<file path="src/rtl/page_rights_check.sv">
module page_rights_check #(
  parameter int KEY_W = 4,
  parameter bit OUT_REG = 1'b1,
  localparam int KREG_W = 2 * (1 << KEY_W)
) (
  input  logic              clk,
  input  logic              rst_n,
  input  logic [1:0]        acc_kind,
  input  logic              usr_mode,
  input  logic              sup_no_user,
  input  logic              pte_user,
  input  logic              pte_write,
  input  logic              pte_noexec,
  input  logic              pte_dirty,
  input  logic [KEY_W-1:0]  pte_key,
  input  logic              walk_absent,
  input  logic              walk_rsvd,
  input  logic              wp_on,
  input  logic              smep_on,
  input  logic              nxe_on,
  input  logic              pae_on,
  input  logic              long_on,
  input  logic              ukey_on,
  input  logic              skey_on,
  input  logic [KREG_W-1:0] ukey_rights,
  input  logic [KREG_W-1:0] skey_rights,
  output logic [2:0]        rights,
  output logic              allow,
  output logic [5:0]        err_code
);

  logic is_wr, is_fx;
  logic [1:0] sel;
  logic base_r, base_w, base_x;
  logic [KREG_W-1:0] kreg;
  logic k_ad, k_wd;
  logic [2:0] k_mask, perm;
  logic user_hit, key_hit, perm_hit;
  logic c_fault, c_allow;
  logic [2:0] c_rights;
  logic [5:0] c_err;

  assign is_wr = (acc_kind == 2'd1);
  assign is_fx = (acc_kind == 2'd2);
  assign sel   = is_fx ? 2'd2 : (is_wr ? 2'd1 : 2'd0);

  assign base_r = ~(sup_no_user & ~usr_mode & pte_user);
  assign base_w = base_r & (pte_write | (~usr_mode & ~wp_on));
  assign base_x = ~pte_noexec & (usr_mode | ~(smep_on & pte_user));

  always_comb begin
    kreg = '0;
    if (long_on) begin
      if (pte_user) kreg = ukey_on ? ukey_rights : '0;
      else          kreg = skey_on ? skey_rights : '0;
    end
  end

  assign k_ad   = kreg[{pte_key, 1'b0}];
  assign k_wd   = kreg[{pte_key, 1'b1}] & (usr_mode | wp_on);
  assign k_mask = {1'b1, ~(k_ad | k_wd), ~k_ad};
  assign perm   = {base_x, base_w, base_r} & k_mask;

  assign user_hit = usr_mode & ~pte_user;
  assign key_hit  = ~k_mask[sel];
  assign perm_hit = ~perm[sel];

  assign c_fault = walk_absent | walk_rsvd | user_hit | perm_hit;
  assign c_allow = ~c_fault;

  always_comb begin
    c_err = '0;
    if (c_fault) begin
      c_err[0] = ~walk_absent & (walk_rsvd | user_hit | perm_hit);
      c_err[1] = is_wr;
      c_err[2] = usr_mode;
      c_err[3] = ~walk_absent & walk_rsvd;
      c_err[4] = is_fx & ((nxe_on & pae_on) | smep_on);
      c_err[5] = ~walk_absent & ~walk_rsvd & ~user_hit & key_hit;
    end
  end

  assign c_rights = c_fault ? 3'b000 : {perm[2], perm[1] & (pte_dirty | is_wr), perm[0]};

  generate
    if (OUT_REG) begin : g_reg
      always_ff @(posedge clk) begin
        if (!rst_n) begin
          rights   <= '0;
          allow    <= 1'b0;
          err_code <= '0;
        end else begin
          rights   <= c_rights;
          allow    <= c_allow;
          err_code <= c_err;
        end
      end


      reg_latency_chk: assert property (@(posedge clk) disable iff (!rst_n)
        $past(rst_n) |-> (allow == $past(c_allow) && err_code == $past(c_err)));
    end else begin : g_comb
      assign rights   = c_rights;
      assign allow    = c_allow;
      assign err_code = c_err;
    end
  endgenerate


  user_page_chk: assert property (@(posedge clk) disable iff (!rst_n)
    (usr_mode && !pte_user && !walk_absent && !walk_rsvd) |-> (!c_allow && c_err[0] && !c_err[5]));


  key_bit_chk: assert property (@(posedge clk) disable iff (!rst_n)
    c_err[5] |-> (c_err[0] && !c_allow));


  fetch_bit_chk: assert property (@(posedge clk) disable iff (!rst_n)
    c_err[4] |-> (acc_kind == 2'd2));


  absent_chk: assert property (@(posedge clk) disable iff (!rst_n)
    walk_absent |-> (!c_allow && !c_err[0] && !c_err[3]));


  allow_code_chk: assert property (@(posedge clk) disable iff (!rst_n)
    c_allow |-> (c_err == 6'd0));


  dirty_chk: assert property (@(posedge clk) disable iff (!rst_n)
    (c_allow && !pte_dirty && acc_kind != 2'd1) |-> !c_rights[1]);

endmodule

</file>
<file path="config.mk">
export PLATFORM = sky130hd
export DESIGN_NAME = page_rights_check
export DESIGN_NICKNAME = d
export VERILOG_FILES = /design/src/rtl/page_rights_check.sv
export SDC_FILE = /design/constraint.sdc
export NUM_CORES = 1
export LEC_CHECK = 0
export BUFFER_PORTS_ARGS = -buffer_cell sky130_fd_sc_hd__buf_2
export CAP_MARGIN = 20
export CORE_MARGIN = 8
export CORE_UTILIZATION = 30
export DETAILED_ROUTE_END_ITERATION = 16
export GPL_TIMING_DRIVEN = 0
export MAX_ROUTING_LAYER = met4
export PLACE_DENSITY = 0.69
export RECOVER_POWER = 50
export SETUP_SLACK_MARGIN = 0.02
export SYNTH_ARGS = -nofsm -noshare
export SYNTH_HDL_FRONTEND = slang
export SYNTH_SLANG_ARGS = --single-unit
</file>
<file path="constraint.sdc">
create_clock -name clk -period 2.3 [get_ports clk]
set_input_delay 0.345 -clock clk [delete_from_list [all_inputs] [get_ports clk]]
set_output_delay 0.345 -clock clk [all_outputs]
set_load 0.005 [all_outputs]
</file>
# Word level (Yosys, flattened, before mapping)
# Index checks and enable logic that the tools add are counted.
# totals
reg_bits,10
in_bits,87
wordCells,67
# classes
mux,14
n_bitwise,43
eq_ne,2
n_reduce_logical,2
magnitude_cmp,3
# ops
cell,count
2-to-1 mux 32 bit,4
bitwise AND 1 bit,16
NOT 1 bit,15
< comparator 5 x 6 -> 1 bit (second input constant),2
OR 1 bit,11
binary-select mux 1 bit (select 4 bit),2
2-to-1 mux 1 bit,5
binary-select mux 1 bit (select 2 bit),2
bitwise AND 3 bit,1
< comparator 2 x 3 -> 1 bit (second input constant),1
equality test 2 x 1 -> 1 bit (second input constant),1
equality test 2 bit (second input constant),1
2-to-1 mux 2 bit,1
AND reduction 2 bit,1
OR reduction 2 bit,1

# Depth between registers and ports, before layout
# Gate-level depths: netlist of run 1.
# depth
ltp_word,14
depth_mapped,8
ltp_nobuf,6

# Worst setup path after synthesis of run 1
# Ideal clock, no wire load.
# synth_path
path_type,input to register
start,input pte_key[0]
end,register err_code[1]
stages,7
required_ps,2178
setup_ps,122
path_slack_ps,100
arrival_ps,2078
cell_sequence,buf_2 > mux4_2 > o22ai_1 > o32ai_1 > a211o_1 > or2_1 > o311a_1
# synth_between
elab_chain_cells,11
# synth_rtl
item,line_no,rtl
from (decl),15,"input logic [KEY_W-1:0] pte_key,"
binary-select mux 1 bit (select 4 bit),60,"assign k_wd = kreg[{pte_key, 1'b1}] & (usr_mode | wp_on);"
2-to-1 mux 1 bit (not written as such),60,
bitwise AND 1 bit,60,
OR 1 bit,61,"assign k_mask = {1'b1, ~(k_ad | k_wd), ~k_ad};"
NOT 1 bit,61,
bitwise AND 3 bit *,62,"assign perm = {base_x, base_w, base_r} & k_mask;"
binary-select mux 1 bit (select 2 bit) *,66,assign perm_hit = ~perm[sel];
2-to-1 mux 1 bit (not written as such) *,66,
NOT 1 bit *,66,
OR 1 bit *,68,assign c_fault = walk_absent | walk_rsvd | user_hit | perm_hit;
AND reduction 2 bit (no source line) *,-,
to (signal assigned),95,err_code <= c_err;
to (decl),29,output logic [5:0] err_code
# Mark *: on every way between the ends. The rest lies on a longest branch, timed or not. The select of a mux whose other input is x is not followed.
# A chain may end at the register's enable or synchronous reset.

# Worst setup path in the final report of run 1
# Ends and elaborated chain as after synthesis.

==> flow_summary.toml, run 1 <==
[clock_network]
path_clk_slew_ns = 0.06
postCtsHoldBufs = 0
root_buffer = "clkbuf_4"
cts_sinks = 10
cts_tree = "done"
post-cts-setup-buffers = 0
clk_path_buf_depth = 2
numCtsBuffers = 3
cts_htree_levels = 1

[yosys]
syn_avg_cell_area_um2 = 9.489
yosysSeqAreaShare_pct = 18.67
yosysTopAreaCell = "dfxtp_1"
synth.distinct_cells = 40
synth.top_cell.area_share_pct = 18.67
synth_cells = 113
synth_nets = 200
synth_seq_cells = 10
yosysWarnings = 0
syn_area_um2 = 1072
synth_area_leaders = "dfxtp_1 19%, mux4_2 11%, mux4_1 9.8%"

[timing]
tns_ns = 0
fin_crit_sh_pct = 92.81
period_needed_ns = 2.135
clock.fmax_ghz = 0.4685
setup_viol = 0
slew_violations = 0
maxSlewHeadroom_pct = 68.97
finalHoldViolations = 0
worst_pin_slew_ns = 0.4646
rsz0062_at_grt = "no"

[global_routing]
antenna_found_initial = 0
grt_pass1_vias = 1327
grt_max_degree = 11
grt_pass1_wl_um = 5733
grt_overflow_total = 0
grt_use_total_pct = 13.27

[die]
die_h_um = 75.79
core_um2 = 3390
die_area_um2 = 5743
start_util_pct = 31.64
rows = 21
fp.dieW_um = 75.79
top_level_ports = 97

[pwr]
p_leak_nw = 0.7777
ir_worst_vdd_uv = 126.8
cellPowerDensity_nw_per_um2 = 319.5

[drt]
first_iter_violations = 64
drt-total-wl_um = 3743
vias = 1267
viasPerCell = 4.988
post-route-drc-count = 0
dr.pass1.iters = 4
drt-wirelength-per-cell_um = 14.74
drtAntennaViolNets = 0

[worst_setup_path]
cp_common_cell = "buf_2"
critPathArrivalTime_ns = 2.28
crit_family = "compound AO/OA/AOI/OAI gates"
slowest_delay_ns = 0.35
slowest_stage = "mux2_1"
critPathMaxFanout = 10
path_class = "input pin to flop"
start_kind = "input pin"
cp.buffers_inverters = 2
worstPathCellList = "buf_2 > buf_2 > mux2_1 > o22ai_1 > nor4_1 > a211o_1 > or2_1 > o311a_1"
worstPathRequired_ns = 2.44
critPathCaptureType = "flop"

[layout]
drive_above_1_share_pct = 52.40
stdcell_area_um2 = 1605
final_common_cell = "buf_2"
n_fill_cell = 347
n_antenna_cell = 0
nets = 297
layout_common_cells = "88 x buf_2, 10 x clkbuf_1, 10 x dfxtp_1"
postLayoutCoreUtil_pct = 47.36
areaGrowthSynthToFinish_pct = 49.71

[placement]
routabilityCongestion = 0.7946
dpl.hpwl_um = 3349
dpl_cell_area_um2 = 1590
io_buffers = 92

[worst_hold_path]
hold_path.class = "input pin to flop"

[flow_run]
maxCapViolCount = 0

[outcome]
outcome = "complete, no violations"
==> synth_stat cells, drive strengths merged <==
cell,instances
o32ai,2
and3,2
a211oi,2
and4,2
nor2,8
nor4,4
nor3b,1
a31oi,1
a211o,1
o21ai,4
mux2,10
o22ai,5
a22oi,1
or2,1
o311a,1
mux4,9
buf,4
a21o,1
nand2b,4
mux2i,4
o21bai,1
a311o,1
nand3,2
clkbuf,4
nand3b,1
a2111oi,3
and2,1
dfxtp,10
and2b,1
nor2b,4
nand2,8
nor3,1
inv,5
a21oi,4
==> metrics by stage <==
| step | hold WS, ns | power, mW | instances | worst slack (ns) |
|---|---|---|---|---|
| 5_1_grt | 0.3287 | 0.5520 | 254 | 0.04138 |
| 2_1_floorplan | 0.4789 | 0.3106 | 113 | 0.09990 |
| 3_3_place_gp | 0.5990 | 0.4046 | 251 | -0.08977 |
| 3_5_place_dp | 0.6004 | 0.4081 | 251 | -0.1029 |
| 4_1_cts | 0.3331 | 0.5191 | 254 | 0.1682 |
| 6_report | 0.3406 | 0.5129 | 254 | 0.1653 |
==> state kept, by name, indices dropped and copies added (netlist names) <==
signal	cells
allow	1
rights	3
err_code	6
==> final timing paths <==
path,start,to,cells past startpoint
min,walk_rsvd,err_code[3]$_SDFF_PN0_,2
max,pte_key[0],err_code[1]$_SDFF_PN0_,8
==> area by class of cell <==
| class | count | area (um2) | area share [%] |
|---|---|---|---|
| clock buffers | 3 | 22.52 | 1.403 |
| well taps | 46 | 57.56 | 3.585 |
| inverters | 5 | 18.77 | 1.169 |
| repair buffers | 92 | 451.7 | 28.14 |
| plain buffers | 8 | 42.54 | 2.650 |
| flip-flops and latches | 10 | 200.2 | 12.47 |
| multi-input cells | 90 | 812.0 | 50.58 |
==> timing repair <==
item / CTS / global route
endpoints found under the hold margin: 0 / 0
gates resized for setup: 0 / 2
endpoints found under the setup margin: 0 / 1
==> where the power goes <==
| part | total, mW | leakage, nW | internal (mW) | switching [mW] |
|---|---|---|---|---|
| Sequential | 0.181 | 0.0817 | 0.180 | 0.00119 |
| Clock | 0.111 | 0.0138 | 0.0599 | 0.0506 |
| Combinational | 0.221 | 0.682 | 0.127 | 0.0949 |
| Total | 0.513 | 0.778 | 0.366 | 0.147 |
==> metal layers <==
| layer | wire [um] | vias up | GRT usage [%] |
|---|---|---|---|
| met5 | 0 | - | - |
| met4 | 41 | 0 | 3.412 |
| met3 | 216 | 4 | 2.368 |
| met2 | 1962 | 53 | 24.52 |
| met1 | 1522 | 575 | 14.08 |
| li1 | - | 635 | - |
==> cells by family after synthesis <==
| logic type | after synthesis | synth area share, % |
|---|---|---|
| buffers and inverters | 13 | 5.600 |
| AND/OR/NAND/NOR | 40 | 20.77 |
| AO/OA/AOI/OAI | 27 | 20.42 |
| multiplexers | 23 | 34.54 |
| flip-flops | 10 | 18.67 |
Note: power is estimated with default switching activity, not from simulation.
==> run 2, diff against run 1 <==
--- a/config.mk
+++ b/config.mk
@@ -9,6 +9,7 @@
 export CAP_MARGIN = 20
 export CORE_MARGIN = 8
 export CORE_UTILIZATION = 30
+export CTS_CLUSTER_DIAMETER = 80
 export DETAILED_ROUTE_END_ITERATION = 16
 export GPL_TIMING_DRIVEN = 0
 export MAX_ROUTING_LAYER = met4
==> constraint.sdc (replaced) <==
create_clock -name clk -period 2.3 [get_ports clk]
set_input_delay 0 -clock clk [delete_from_list [all_inputs] [get_ports clk]]
set_output_delay 0 -clock clk [all_outputs]
set_load 0.005 [all_outputs]
==> run 2 against run 1 <==
Compared with the run above: sequential power about the same; largest cell class unchanged; setup slack gained 0.34 ns; global-route usage stayed put; clock-buffer cell count is the same; cell area up 0.55%; worst hold slack got worse by 0.33 ns; maximum frequency increased by 19%; critical path depth unchanged; first-iteration DRC count fell by 9.4%; non-clock buffer count up 1; critical path type unchanged; cell count increased by 0.39%.
==> flow_summary.toml, run 2 (same netlist as run 1, synthesis figures left out) <==
[die]
start_util_pct = 31.64
top_level_ports = 97
die_area_um2 = 5743
rows = 21
core_um2 = 3390
fp.dieW_um = 75.79
die_h_um = 75.79

[global_routing]
grt_max_degree = 11
use_met1_pct = 14.08
grt_use_total_pct = 13.27
grt_overflow_total = 0
grt_pass1_wl_um = 5733
met3_usage_pct = 2.368
antenna_found_initial = 0
grt_pass1_vias = 1333
grt-busiest-layer = "met2"
use_met2_pct = 24.52

[clock_network]
root_buffer = "clkbuf_4"
cts_htree_levels = 1
cts_tree = "done"
cts_sinks = 10
numCtsBuffers = 3
post-cts-setup-buffers = 0
clk_path_buf_depth = 2
path_clk_slew_ns = 0.06

[timing]
finalHoldViolations = 0
worst_pin_slew_ns = 0.4646
period_needed_ns = 1.791
setup_viol = 0
rsz0062_at_grt = "no"
maxSlewHeadroom_pct = 68.97
fin_crit_sh_pct = 77.86
clock.fmax_ghz = 0.5584
slew_violations = 0
tns_ns = 0

[drt]
first_iter_violations = 58
drtAntennaViolNets = 0
post-route-drc-count = 0
drt-wirelength-per-cell_um = 14.75
viasPerCell = 4.992
dr.pass1.iters = 4
vias = 1273
drt-total-wl_um = 3760

[pwr]
internal_power_mw = 0.3671
cellPowerDensity_nw_per_um2 = 318.4
p_seq_share_pct = 35.2
p_leak_nw = 0.7789
switching_power_mw = 0.1468
ir_worst_vdd_uv = 126.8
clock_power_share_pct = 21.5
combPwrFrac_pct = 43.3
p_sw_share_pct = 28.57

[worst_setup_path]
critPathCaptureType = "flop"
path_class = "input pin to flop"
crit_family = "compound AO/OA/AOI/OAI gates"
critPathArrivalTime_ns = 1.93
slowest_delay_ns = 0.35
worstPathRequired_ns = 2.44
slowest_stage = "mux2_1"
start_kind = "input pin"
worstPathCellList = "buf_2 > buf_2 > mux2_1 > o22ai_1 > nor4_1 > a211o_1 > or2_1 > o311a_1"
cp.buffers_inverters = 2
cp_common_cell = "buf_2"
critPathMaxFanout = 10

[layout]
n_fill_cell = 346
largest_register_ffs = 6
largest-register = "err_code"
layout_common_cells = "88 x buf_2, 11 x clkbuf_1, 10 x dfxtp_1"
n_antenna_cell = 0
areaGrowthSynthToFinish_pct = 50.53
stdcell_area_um2 = 1614
drive_above_1_share_pct = 51.67
top_regs = "err_code (6), rights (3), allow (1)"
nets = 298
final_common_cell = "buf_2"

[placement]
dpl_cell_area_um2 = 1590
dpl.hpwl_um = 3349
routabilityCongestion = 0.7946
io_buffers = 92

[outcome]
outcome = "complete, no violations"

[flow_run]
maxCapViolCount = 0

[worst_hold_path]
hold_path.class = "input pin to flop"
[run 2: path summary, 6_finish.rpt]
kind	start	to	slack, ns	cells after the start
min	usr_mode	err_code[2]$_SDFF_PN0_	0.008	3
max	pte_key[0]	err_code[1]$_SDFF_PN0_	0.51	8
[run 2: stage by stage]
step	worst slack (ns)	utilization [%]	std cells	hold WS, ns	total power [mW]
finish	0.5092	47.62	255	0.008354	0.5139
global route	0.3151	47.62	255	0.01244	0.5532
CTS	0.5132	47.88	255	0.004348	0.5205
detailed placement	0.2421	46.92	251	0.2554	0.4081
global placement	0.2552	46.92	251	0.2540	0.4046
floorplan	0.4449	-	113	0.1339	0.3106
[run 2: timing repair]
item / 4_1_cts / 5_1_grt
endpoints found under the hold margin: 1 / 0
resized for setup: 0 / 0
hold buffers: 1 / 0
[run 2: cell type report]
type                    count  area, um2  area share [%]
multi-input cells          90      812.0           50.31
well taps                  46      57.56           3.566
clock buffers               3      22.52           1.395
plain buffers               8      41.29           2.558
inverters                   5      18.77           1.163
repair buffers             93      461.7           28.60
flip-flops and latches     10      200.2           12.40
[run 2: metal layers]
metal / vias to the layer above / wire (um)
met1: 579 / 1528
met4: 0 / 41
met2: 53 / 1972
met3: 4 / 217
li1: 637 / -
met5: - / 0
[run 2: power by group through the flow]
stage,clock network [mW],registers [mW],logic [mW]
after CTS,0.114,0.181,0.225
after global routing,0.127,0.182,0.245
after global placement,0,0.185,0.220
final,0.111,0.181,0.222
after floorplan,0,0.186,0.124
after detailed placement,0,0.185,0.223
